File: config.mk
export PLATFORM = sky130hd
export DESIGN_NAME = wdg_apb_top
export DESIGN_NICKNAME = d
export VERILOG_FILES = /design/src/rtl/wdg_pkg.sv /design/src/rtl/wdg_core.sv /design/src/rtl/wdg_regfile.sv /design/src/rtl/wdg_apb_top.sv
export SDC_FILE = /design/constraint.sdc
export NUM_CORES = 1
export LEC_CHECK = 0
export CAP_MARGIN = 10
export CORE_ASPECT_RATIO = 1.1
export CORE_UTILIZATION = 50
export DETAILED_ROUTE_END_ITERATION = 6
export GPL_TIMING_DRIVEN = 0
export PLACE_DENSITY = 0.79
export SLEW_MARGIN = 40
export SYNTH_ARGS = -nofsm -noshare
export SYNTH_HDL_FRONTEND = slang
export SYNTH_HIERARCHICAL = 1
export SYNTH_SLANG_ARGS = --single-unit
File: constraint.sdc
create_clock -name pclk -period 3.1 [get_ports pclk]
set_input_delay 0.31 -clock pclk [delete_from_list [all_inputs] [get_ports pclk]]
set_output_delay 0.31 -clock pclk [all_outputs]
set_load 0.05 [all_outputs]
File: src/rtl/wdg_pkg.sv
package wdg_pkg;

    typedef enum logic [1:0] {
        S_COUNT     = 2'd0,
        S_WARN      = 2'd1,
        S_HALT_WARN = 2'd2,
        S_HALT_CLR  = 2'd3
    } wdg_state_e;

    localparam logic [11:0] OFS_LOAD  = 12'h000;
    localparam logic [11:0] OFS_VALUE = 12'h004;
    localparam logic [11:0] OFS_CTRL  = 12'h008;
    localparam logic [11:0] OFS_ICLR  = 12'h00C;
    localparam logic [11:0] OFS_RAW   = 12'h010;
    localparam logic [11:0] OFS_MSK   = 12'h014;
    localparam logic [11:0] OFS_LOCK  = 12'hC00;
    localparam logic [11:0] OFS_TCTL  = 12'hF00;
    localparam logic [11:0] OFS_TOUT  = 12'hF04;
    localparam logic [9:0]  ID_WORD0  = 10'h3F4;
    localparam int          ID_COUNT  = 12;

    localparam logic [31:0] UNLOCK_KEY = 32'h1ACCE551;

    // identification byte for word index 0..11 counted from the first ID word
    function automatic logic [7:0] id_byte(input logic [3:0] idx, input bit alt);
        logic [7:0] b;
        case (idx)
            4'd0:    b = alt ? 8'h00 : 8'h04;
            4'd4:    b = alt ? 8'h05 : 8'h24;
            4'd5:    b = alt ? 8'h18 : 8'hB8;
            4'd6:    b = alt ? 8'h18 : 8'h1B;
            4'd7:    b = alt ? 8'h01 : 8'h00;
            4'd8:    b = 8'h0D;
            4'd9:    b = 8'hF0;
            4'd10:   b = 8'h05;
            4'd11:   b = 8'hB1;
            default: b = 8'h00;
        endcase
        return b;
    endfunction

endpackage

File: src/rtl/wdg_core.sv
module wdg_core
    import wdg_pkg::*;
#(
    parameter int CNT_W = 32
) (
    input  logic             clk,
    input  logic             rst_n,
    input  logic             tick_i,
    input  logic             load_wr_i,
    input  logic [CNT_W-1:0] load_val_i,
    input  logic             clr_wr_i,
    input  logic [CNT_W-1:0] reload_i,
    output logic [CNT_W-1:0] count_o,
    output logic             raw_int_o,
    output logic             rst_lat_o
);

    wdg_state_e       state_q, state_d;
    logic [CNT_W-1:0] cnt_q, cnt_d;
    logic             rst_lat_q, rst_set;
    logic             running;

    // state register and counter
    always_ff @(posedge clk or negedge rst_n) begin
        if (!rst_n) begin
            state_q   <= S_COUNT;
            cnt_q     <= '1;
            rst_lat_q <= 1'b0;
        end else begin
            state_q   <= state_d;
            cnt_q     <= cnt_d;
            rst_lat_q <= rst_lat_q | rst_set;
        end
    end

    // outputs decoded from state
    always_comb begin
        running   = 1'b0;
        raw_int_o = 1'b0;
        unique case (state_q)
            S_COUNT:     running = 1'b1;
            S_WARN:      begin running = 1'b1; raw_int_o = 1'b1; end
            S_HALT_WARN: raw_int_o = 1'b1;
            S_HALT_CLR:  running = 1'b0;
        endcase
        count_o   = cnt_q;
        rst_lat_o = rst_lat_q;
    end

    // next state: a bus write outranks a tick in the same cycle
    always_comb begin
        state_d = state_q;
        cnt_d   = cnt_q;
        rst_set = 1'b0;
        if (load_wr_i) begin
            cnt_d = load_val_i;
            unique case (state_q)
                S_HALT_WARN:     state_d = S_WARN;
                S_HALT_CLR:      state_d = S_COUNT;
                S_COUNT, S_WARN: state_d = state_q;
            endcase
        end else if (clr_wr_i) begin
            cnt_d = reload_i;
            unique case (state_q)
                S_WARN:              state_d = S_COUNT;
                S_HALT_WARN:         state_d = S_HALT_CLR;
                S_COUNT, S_HALT_CLR: state_d = state_q;
            endcase
        end else if (tick_i && running) begin
            if (cnt_q == CNT_W'(1)) begin
                cnt_d   = '0;
                rst_set = (state_q == S_WARN);
                state_d = (state_q == S_WARN) ? S_HALT_WARN : S_WARN;
            end else if (cnt_q == '0) begin
                cnt_d = reload_i;
            end else begin
                cnt_d = cnt_q - CNT_W'(1);
            end
        end
    end


    halt_hold_chk: assert property (@(posedge clk) disable iff (!rst_n)
        (!running && !load_wr_i && !clr_wr_i) |=> $stable(cnt_q));


    rst_sticky_chk: assert property (@(posedge clk) disable iff (!rst_n)
        rst_lat_q |=> rst_lat_q);


    raw_clear_src_chk: assert property (@(posedge clk) disable iff (!rst_n)
        $fell(raw_int_o) |-> $past(clr_wr_i));


    first_expiry_chk: assert property (@(posedge clk) disable iff (!rst_n)
        (state_q == S_COUNT && tick_i && cnt_q == CNT_W'(1) && !load_wr_i && !clr_wr_i)
        |=> (raw_int_o && cnt_q == '0));

endmodule

File: src/rtl/wdg_regfile.sv
module wdg_regfile
    import wdg_pkg::*;
#(
    parameter int CNT_W       = 32,
    parameter bit ALT_VARIANT = 1'b0
) (
    input  logic             clk,
    input  logic             rst_n,
    input  logic             psel,
    input  logic             penable,
    input  logic             pwrite,
    input  logic [11:0]      paddr,
    input  logic [31:0]      pwdata,
    output logic [31:0]      prdata,
    input  logic [CNT_W-1:0] count_i,
    input  logic             raw_int_i,
    output logic [CNT_W-1:0] reload_o,
    output logic             load_wr_o,
    output logic             clr_wr_o,
    output logic             ie_o,
    output logic             re_o,
    output logic             tm_en_o,
    output logic             tm_irq_o,
    output logic             tm_rst_o
);

    localparam bit HAS_TEST = !ALT_VARIANT;

    logic             wr_acc, wr_ok, ctrl_open;
    logic             lock_q, ie_q, re_q;
    logic [CNT_W-1:0] load_q;
    logic [9:0]       word;
    logic [9:0]       id_ofs;

    assign wr_acc    = psel & penable & pwrite;
    assign wr_ok     = wr_acc & (~lock_q | (paddr == OFS_LOCK));
    assign ctrl_open = ~(ALT_VARIANT & ie_q);
    assign load_wr_o = wr_ok & (paddr == OFS_LOAD);
    assign clr_wr_o  = wr_ok & (paddr == OFS_ICLR);
    assign word      = paddr[11:2];
    assign id_ofs    = word - ID_WORD0;

    always_ff @(posedge clk or negedge rst_n) begin
        if (!rst_n) begin
            lock_q <= 1'b0;
            ie_q   <= 1'b0;
            re_q   <= 1'b0;
            load_q <= '1;
        end else if (wr_ok) begin
            case (paddr)
                OFS_LOAD: load_q <= pwdata[CNT_W-1:0];
                OFS_CTRL: if (ctrl_open) {re_q, ie_q} <= pwdata[1:0];
                OFS_LOCK: lock_q <= (pwdata != UNLOCK_KEY);
                default:  ;
            endcase
        end
    end

    generate
        if (HAS_TEST) begin : g_test
            logic tm_en_q, tm_irq_q, tm_rst_q;
            always_ff @(posedge clk or negedge rst_n) begin
                if (!rst_n) begin
                    tm_en_q  <= 1'b0;
                    tm_irq_q <= 1'b0;
                    tm_rst_q <= 1'b0;
                end else if (wr_ok && paddr == OFS_TCTL) begin
                    tm_en_q <= pwdata[0];
                end else if (wr_ok && paddr == OFS_TOUT) begin
                    {tm_irq_q, tm_rst_q} <= pwdata[1:0];
                end
            end
            assign tm_en_o  = tm_en_q;
            assign tm_irq_o = tm_irq_q;
            assign tm_rst_o = tm_rst_q;
        end else begin : g_no_test
            assign tm_en_o  = 1'b0;
            assign tm_irq_o = 1'b0;
            assign tm_rst_o = 1'b0;


            sticky_ie_chk: assert property (@(posedge clk) disable iff (!rst_n)
                ie_q |=> ie_q);
        end
    endgenerate

    // read mux
    always_comb begin
        prdata = '0;
        if (psel && !pwrite) begin
            case (paddr)
                OFS_LOAD:  prdata = 32'(load_q);
                OFS_VALUE: prdata = 32'(count_i);
                OFS_CTRL:  prdata = {30'b0, re_q, ie_q};
                OFS_RAW:   prdata = {31'b0, raw_int_i};
                OFS_MSK:   prdata = {31'b0, raw_int_i & ie_q};
                OFS_LOCK:  prdata = {31'b0, lock_q};
                OFS_TCTL:  prdata = {31'b0, tm_en_o};
                default: begin
                    if (paddr[1:0] == 2'b00 && word >= ID_WORD0 &&
                        id_ofs < 10'(ID_COUNT))
                        prdata = {24'b0, id_byte(id_ofs[3:0], ALT_VARIANT)};
                end
            endcase
        end
    end

    assign reload_o = load_q;
    assign ie_o     = ie_q;
    assign re_o     = re_q;


    locked_hold_chk: assert property (@(posedge clk) disable iff (!rst_n)
        (lock_q && wr_acc && paddr != OFS_LOCK)
        |=> ($stable(ie_q) && $stable(re_q) && $stable(load_q)));

endmodule

File: src/rtl/wdg_apb_top.sv
module wdg_apb_top
    import wdg_pkg::*;
#(
    parameter int CNT_W       = 32,
    parameter bit ALT_VARIANT = 1'b0
) (
    input  logic        pclk,
    input  logic        presetn,
    input  logic        psel,
    input  logic        penable,
    input  logic        pwrite,
    input  logic [11:0] paddr,
    input  logic [31:0] pwdata,
    output logic [31:0] prdata,
    output logic        pready,
    output logic        pslverr,
    input  logic        tick_i,
    output logic        irq_o,
    output logic        rst_req_o
);

    logic [CNT_W-1:0] reload, count;
    logic             load_wr, clr_wr, ie, re;
    logic             tm_en, tm_irq, tm_rst;
    logic             raw_int, rst_lat;

    wdg_regfile #(
        .CNT_W      (CNT_W),
        .ALT_VARIANT(ALT_VARIANT)
    ) u_regs (
        .clk      (pclk),
        .rst_n    (presetn),
        .psel     (psel),
        .penable  (penable),
        .pwrite   (pwrite),
        .paddr    (paddr),
        .pwdata   (pwdata),
        .prdata   (prdata),
        .count_i  (count),
        .raw_int_i(raw_int),
        .reload_o (reload),
        .load_wr_o(load_wr),
        .clr_wr_o (clr_wr),
        .ie_o     (ie),
        .re_o     (re),
        .tm_en_o  (tm_en),
        .tm_irq_o (tm_irq),
        .tm_rst_o (tm_rst)
    );

    wdg_core #(
        .CNT_W(CNT_W)
    ) u_core (
        .clk       (pclk),
        .rst_n     (presetn),
        .tick_i    (tick_i),
        .load_wr_i (load_wr),
        .load_val_i(pwdata[CNT_W-1:0]),
        .clr_wr_i  (clr_wr),
        .reload_i  (reload),
        .count_o   (count),
        .raw_int_o (raw_int),
        .rst_lat_o (rst_lat)
    );

    // output selection: test override or gated status
    always_comb begin
        if (tm_en) begin
            irq_o     = tm_irq;
            rst_req_o = tm_rst;
        end else begin
            irq_o     = raw_int & ie;
            rst_req_o = rst_lat & re;
        end
    end

    assign pready  = 1'b1;
    assign pslverr = 1'b0;

endmodule

==> summary.md <==
| Metric | Value |
|---|---|
| TritonCTS buffer count | 9 |
| Sw frac | 35.61% |
| Critical Path AT | between 3 and 4 ns |
| Syn_nets | 754 |
| Yosys reg bits | 73 |
| CP Capture Type | flip-flop |
| DR WL/cell | around 25 microns |
| Clock latency on the worst-skew pair | 0.35 ns |
| Switching power total | 0.001174 W |
| CTS root buf | clkbuf_16 |
| Core ar. | 11,490 sq um |
| 1st-iter DRT viols | 841 |
| # DRC | 0 |
| Crit path launch type | flip-flop |
| Leading area contributor after synthesis | dfstp_2 |
| Post-synth EDFFs | 0 |
| Clock Path Buffers | 2 |
| HPWL Detailed | 16,400 microns |
| Drt via density | 6.927 |
| Total Nets Final | 856 |
| Worst slew margin | roughly 45% |
| Synthesized area | between 5000 and 6000 sq um |
| Grt met2 use | 59.34% |
| DRT antenna net count | 0 |
| Cell variety after synth | 80 |
| Placer Congestion | between 0.9 and 1 |
| Reg2reg path depth | 9 |
| Met3 GRT Util | 8.999% |
| Pleak | between 2 and 3 nW |
| Total of max-cap violations | 0 |
| Max-slew violation count | 0 |
| Layout Area Growth over Synthesis | 25.34% |
| Syn Inst Count | 691 |
| Worst setup path end | u_core/count_o[26]$_DFFE_PN1N_ |
| Synth Area per Inst | 8.537 sq um |
| Main area contributors after synthesis | dfstp_2 (29%), mux2_4 (7.4%), a22oi_1 (5.5%), o21ai_0 (4.2%), nor2_1 (4.1%) |
| Minimum clock period | 3.090 ns |
| Post-DP Area | just under 7000 sq um |
| Antenna violations before repair | 0 |
| Die height | 115.9 microns |
| Busiest layer in global routing | met2 |
| FMAX | 323.7 MHz |
| IO Pins | 86 |
| CP most frequent cell | inv_1 |
| R2r endpoint | u_core/count_o[26]$_DFFE_PN1N_ |
| Drt pass-1 iters | 6 |
| Port bufs | a little over 80 |
| RSZ-0062 raised after global routing | yes |
| Min-Delay Path Class | in2async |
| CTS tree | yes |
| Pint | 0.002122 W |
| H-tree depth | 3 |
| FF-to-FF setup slack | 0.01 ns |
| Most used DFF post-synth | dfstp_2 |
| Design Area, Final | between 7000 and 8000 sq um |
| Yosys warning count | 6 |
| Worst-path clk slew | 0.06 ns |
| VDD IR max | 0.3267 mV |
| Horiz. Die Dim | 105.6 microns |
| CP max stage delay | 0.53 ns |
| Reg power frac | 38.9% |
| Worst R2R Start | u_core/count_o[0]$_DFFE_PN1N_ |
| Total congestion overflow | 0 |
| CP Max Fanout | 10 |
| CP cell instances | inv_1, ha_1, clkbuf_1, inv_1, nor4_1, nand3b_1, or3_1, o211ai_1, nand3_1 |
| Slowest-stage cell, CP | clkbuf_1 |
| Layout cells sized above 1 | 28.20% |
| # setup viols final | 0 |
| Worst-margin pin slew | between 0.8 and 0.9 ns |
| Yosys top cell area share | ~29% |
| Final wirelength | around 23,000 microns |
| Setup TNS | 0 ns |
| Register area | 1907 sq um |
| Clock group share of total power | 32.9% |
| Clock net sink count | 73 |
| Worst setup path start | u_core/count_o[0]$_DFFE_PN1N_ |
| Power Density | roughly 450 nW/um^2 |
| # diodes | 0 |
| Met1 Use GR | around half |
| Layout fillers | 998 |
| Routed vias | ~6.6k |
| Vias in the first global route | 6,381 |
| Final worst path period share | 99.66% |
| Multi-input logic area | about 3800 sq um |
| Status | complete, no violations |
| Total track usage | around two fifths |
| Num rows | 41 |
| Final Hold Fails | 0 |
| Largest net degree at the start of global routing | 45 |
| Clock Skews | 0.006285 ns |
| Starting Density | between 50% and 60% |
| First-pass GRT wire length | 36,130 microns |
| Comb pwr share | 28.3% |
| Asr flop ratio synth | 100.0% |
| Crit path kind | reg2reg |
| Critical Path RT | around 3.4 ns |
| Die area | between 10,000 and 15,000 sq um |
| Register area share after synthesis | 32.32% |
## timing repair
action,in CTS,in global routing
pin swaps,4,6
setup endpoints to repair,66,62
gates resized for setup,129,75
gates cloned,0,0
hold endpoints to repair,0,0
hold buffers,0,0
setup buffers,7,3
## power by group through the flow
| stage | combinational [W] | clock, W | sequential (W) |
|---|---|---|---|
| after floorplan | 0.000565 | 0 | 0.00122 |
| after global placement | 0.000845 | 0 | 0.00128 |
| after detailed placement | 0.000877 | 0 | 0.00128 |
| after CTS | 0.000882 | 0.00110 | 0.00127 |
| after global routing | 0.000993 | 0.00114 | 0.00130 |
| final | 0.000932 | 0.00108 | 0.00128 |
## logic make-up after synthesis
logic type                 share of synthesized area, %
xor gates and xnor gates                          1.039
and+or+nand+nor                                   22.95
muxes                                             9.756
buffers and inverters                             5.387
adders and majority gates                         2.757
AOI/OAI and AO/OA                                 25.66
other                                            0.1273
DFF                                               32.32
## cells in the mapped netlist, drive strengths merged, types with 5 or more instances
| master | n |
|---|---|
| a31oi | 13 |
| a21oi | 45 |
| a22oi | 43 |
| nand4 | 8 |
| clkbuf | 25 |
| inv | 23 |
| xor2 | 5 |
| dfstp | 64 |
| o22ai | 12 |
| nor2 | 65 |
| o21ai | 52 |
| dfrtp | 9 |
| and3 | 5 |
| mux2i | 5 |
| mux2 | 37 |
| or3 | 11 |
| a211oi | 7 |
| nor4 | 16 |
| nor3 | 25 |
| nand2 | 63 |
| a221oi | 8 |
| ha | 13 |
| or2 | 5 |
| or4 | 9 |
| nand3 | 21 |
| nand3b | 5 |
| buf | 20 |
## worst min path at each step
stage / startpoint / endpoint / slack, ns
finish: presetn / u_regs/reload_o[14]$_DFFE_PN1P_ / 0.09
global route: presetn / u_regs/reload_o[14]$_DFFE_PN1P_ / 0.13
CTS: presetn / u_regs/reload_o[14]$_DFFE_PN1P_ / 0.11
detailed placement: presetn / u_regs/reload_o[14]$_DFFE_PN1P_ / 0.47
global placement: u_core/rst_lat_o$_DFF_PN0_ / u_core/rst_lat_o$_DFF_PN0_ / 0.47
floorplan: presetn / u_core/rst_lat_o$_DFF_PN0_ / 0.01
## area by class of cell
class | count | share of cell area [%]
buffer | 42 | 3.773
clock buffer | 14 | 3.570
clock inverter | 2 | 0.5076
inverter | 23 | 1.218
multi-input combinational | 550 | 51.17
sequential | 73 | 25.79
tap | 150 | 2.538
timing repair buffer | 94 | 11.44
## sequential cells by signal, indices dropped and copies added (netlist names)
name	count
u_regs/tm_rst_o	1
u_regs/ie_o	1
u_regs/re_o	1
u_core/state_q	2
u_core/count_o	32
u_regs/lock_q	1
u_regs/tm_irq_o	1
u_regs/tm_en_o	1
u_regs/reload_o	32
u_core/rst_lat_o	1
## metrics by stage
step | worst slack, ns | util (%) | cells | hold slack [ns] | power (W)
after floorplan | 0.3080 | - | 691 | 0.01441 | 0.001789
after CTS | 0.03238 | 64.60 | 947 | 0.1069 | 0.003256
after global routing | -0.06526 | 64.35 | 948 | 0.1306 | 0.003431
final | 0.01046 | 64.35 | 948 | 0.09224 | 0.003296
after global placement | -1.530 | 60.20 | 924 | 0.4741 | 0.002127
after detailed placement | -1.640 | 60.51 | 925 | 0.4710 | 0.002161
## placed cells by master (no fill, tap or decap), types with 8 or more instances in the layout
cell and n:
dfstp_2 64, nor2_1 62, nand2_1 60, clkdlybuf4s50_1 49
a21oi_1 44, o21ai_0 44, a22oi_1 43, mux2_4 29
buf_2 26, nor3_1 23, inv_1 21, nand3_1 20
buf_4 18, ha_1 13, clkbuf_1 12, nor4_1 12
a31oi_1 12, o22ai_1 12, clkdlybuf4s15_2 11, clkbuf_16 9
or3_1 9, dfrtp_1 9, a221oi_1 8, mux2_2 8
## critical path: cells and delay by family, from the launching register on
kind / cells / cell delay (ns)
flip-flops: 1 / 0.43
buffers and inverters: 3 / 1.03
AO/OA/AOI/OAI: 1 / 0.16
AND/OR/NAND/NOR: 4 / 1.12
adder cells (fa/ha/maj): 1 / 0.25
## routing by layer
layer,up-vias,wire length [microns]
met1,3128,9156
met3,108,2793
met2,480,10200
li1,2851,-
met4,0,1275
met5,-,0
Power figures use the tool's default switching activity.
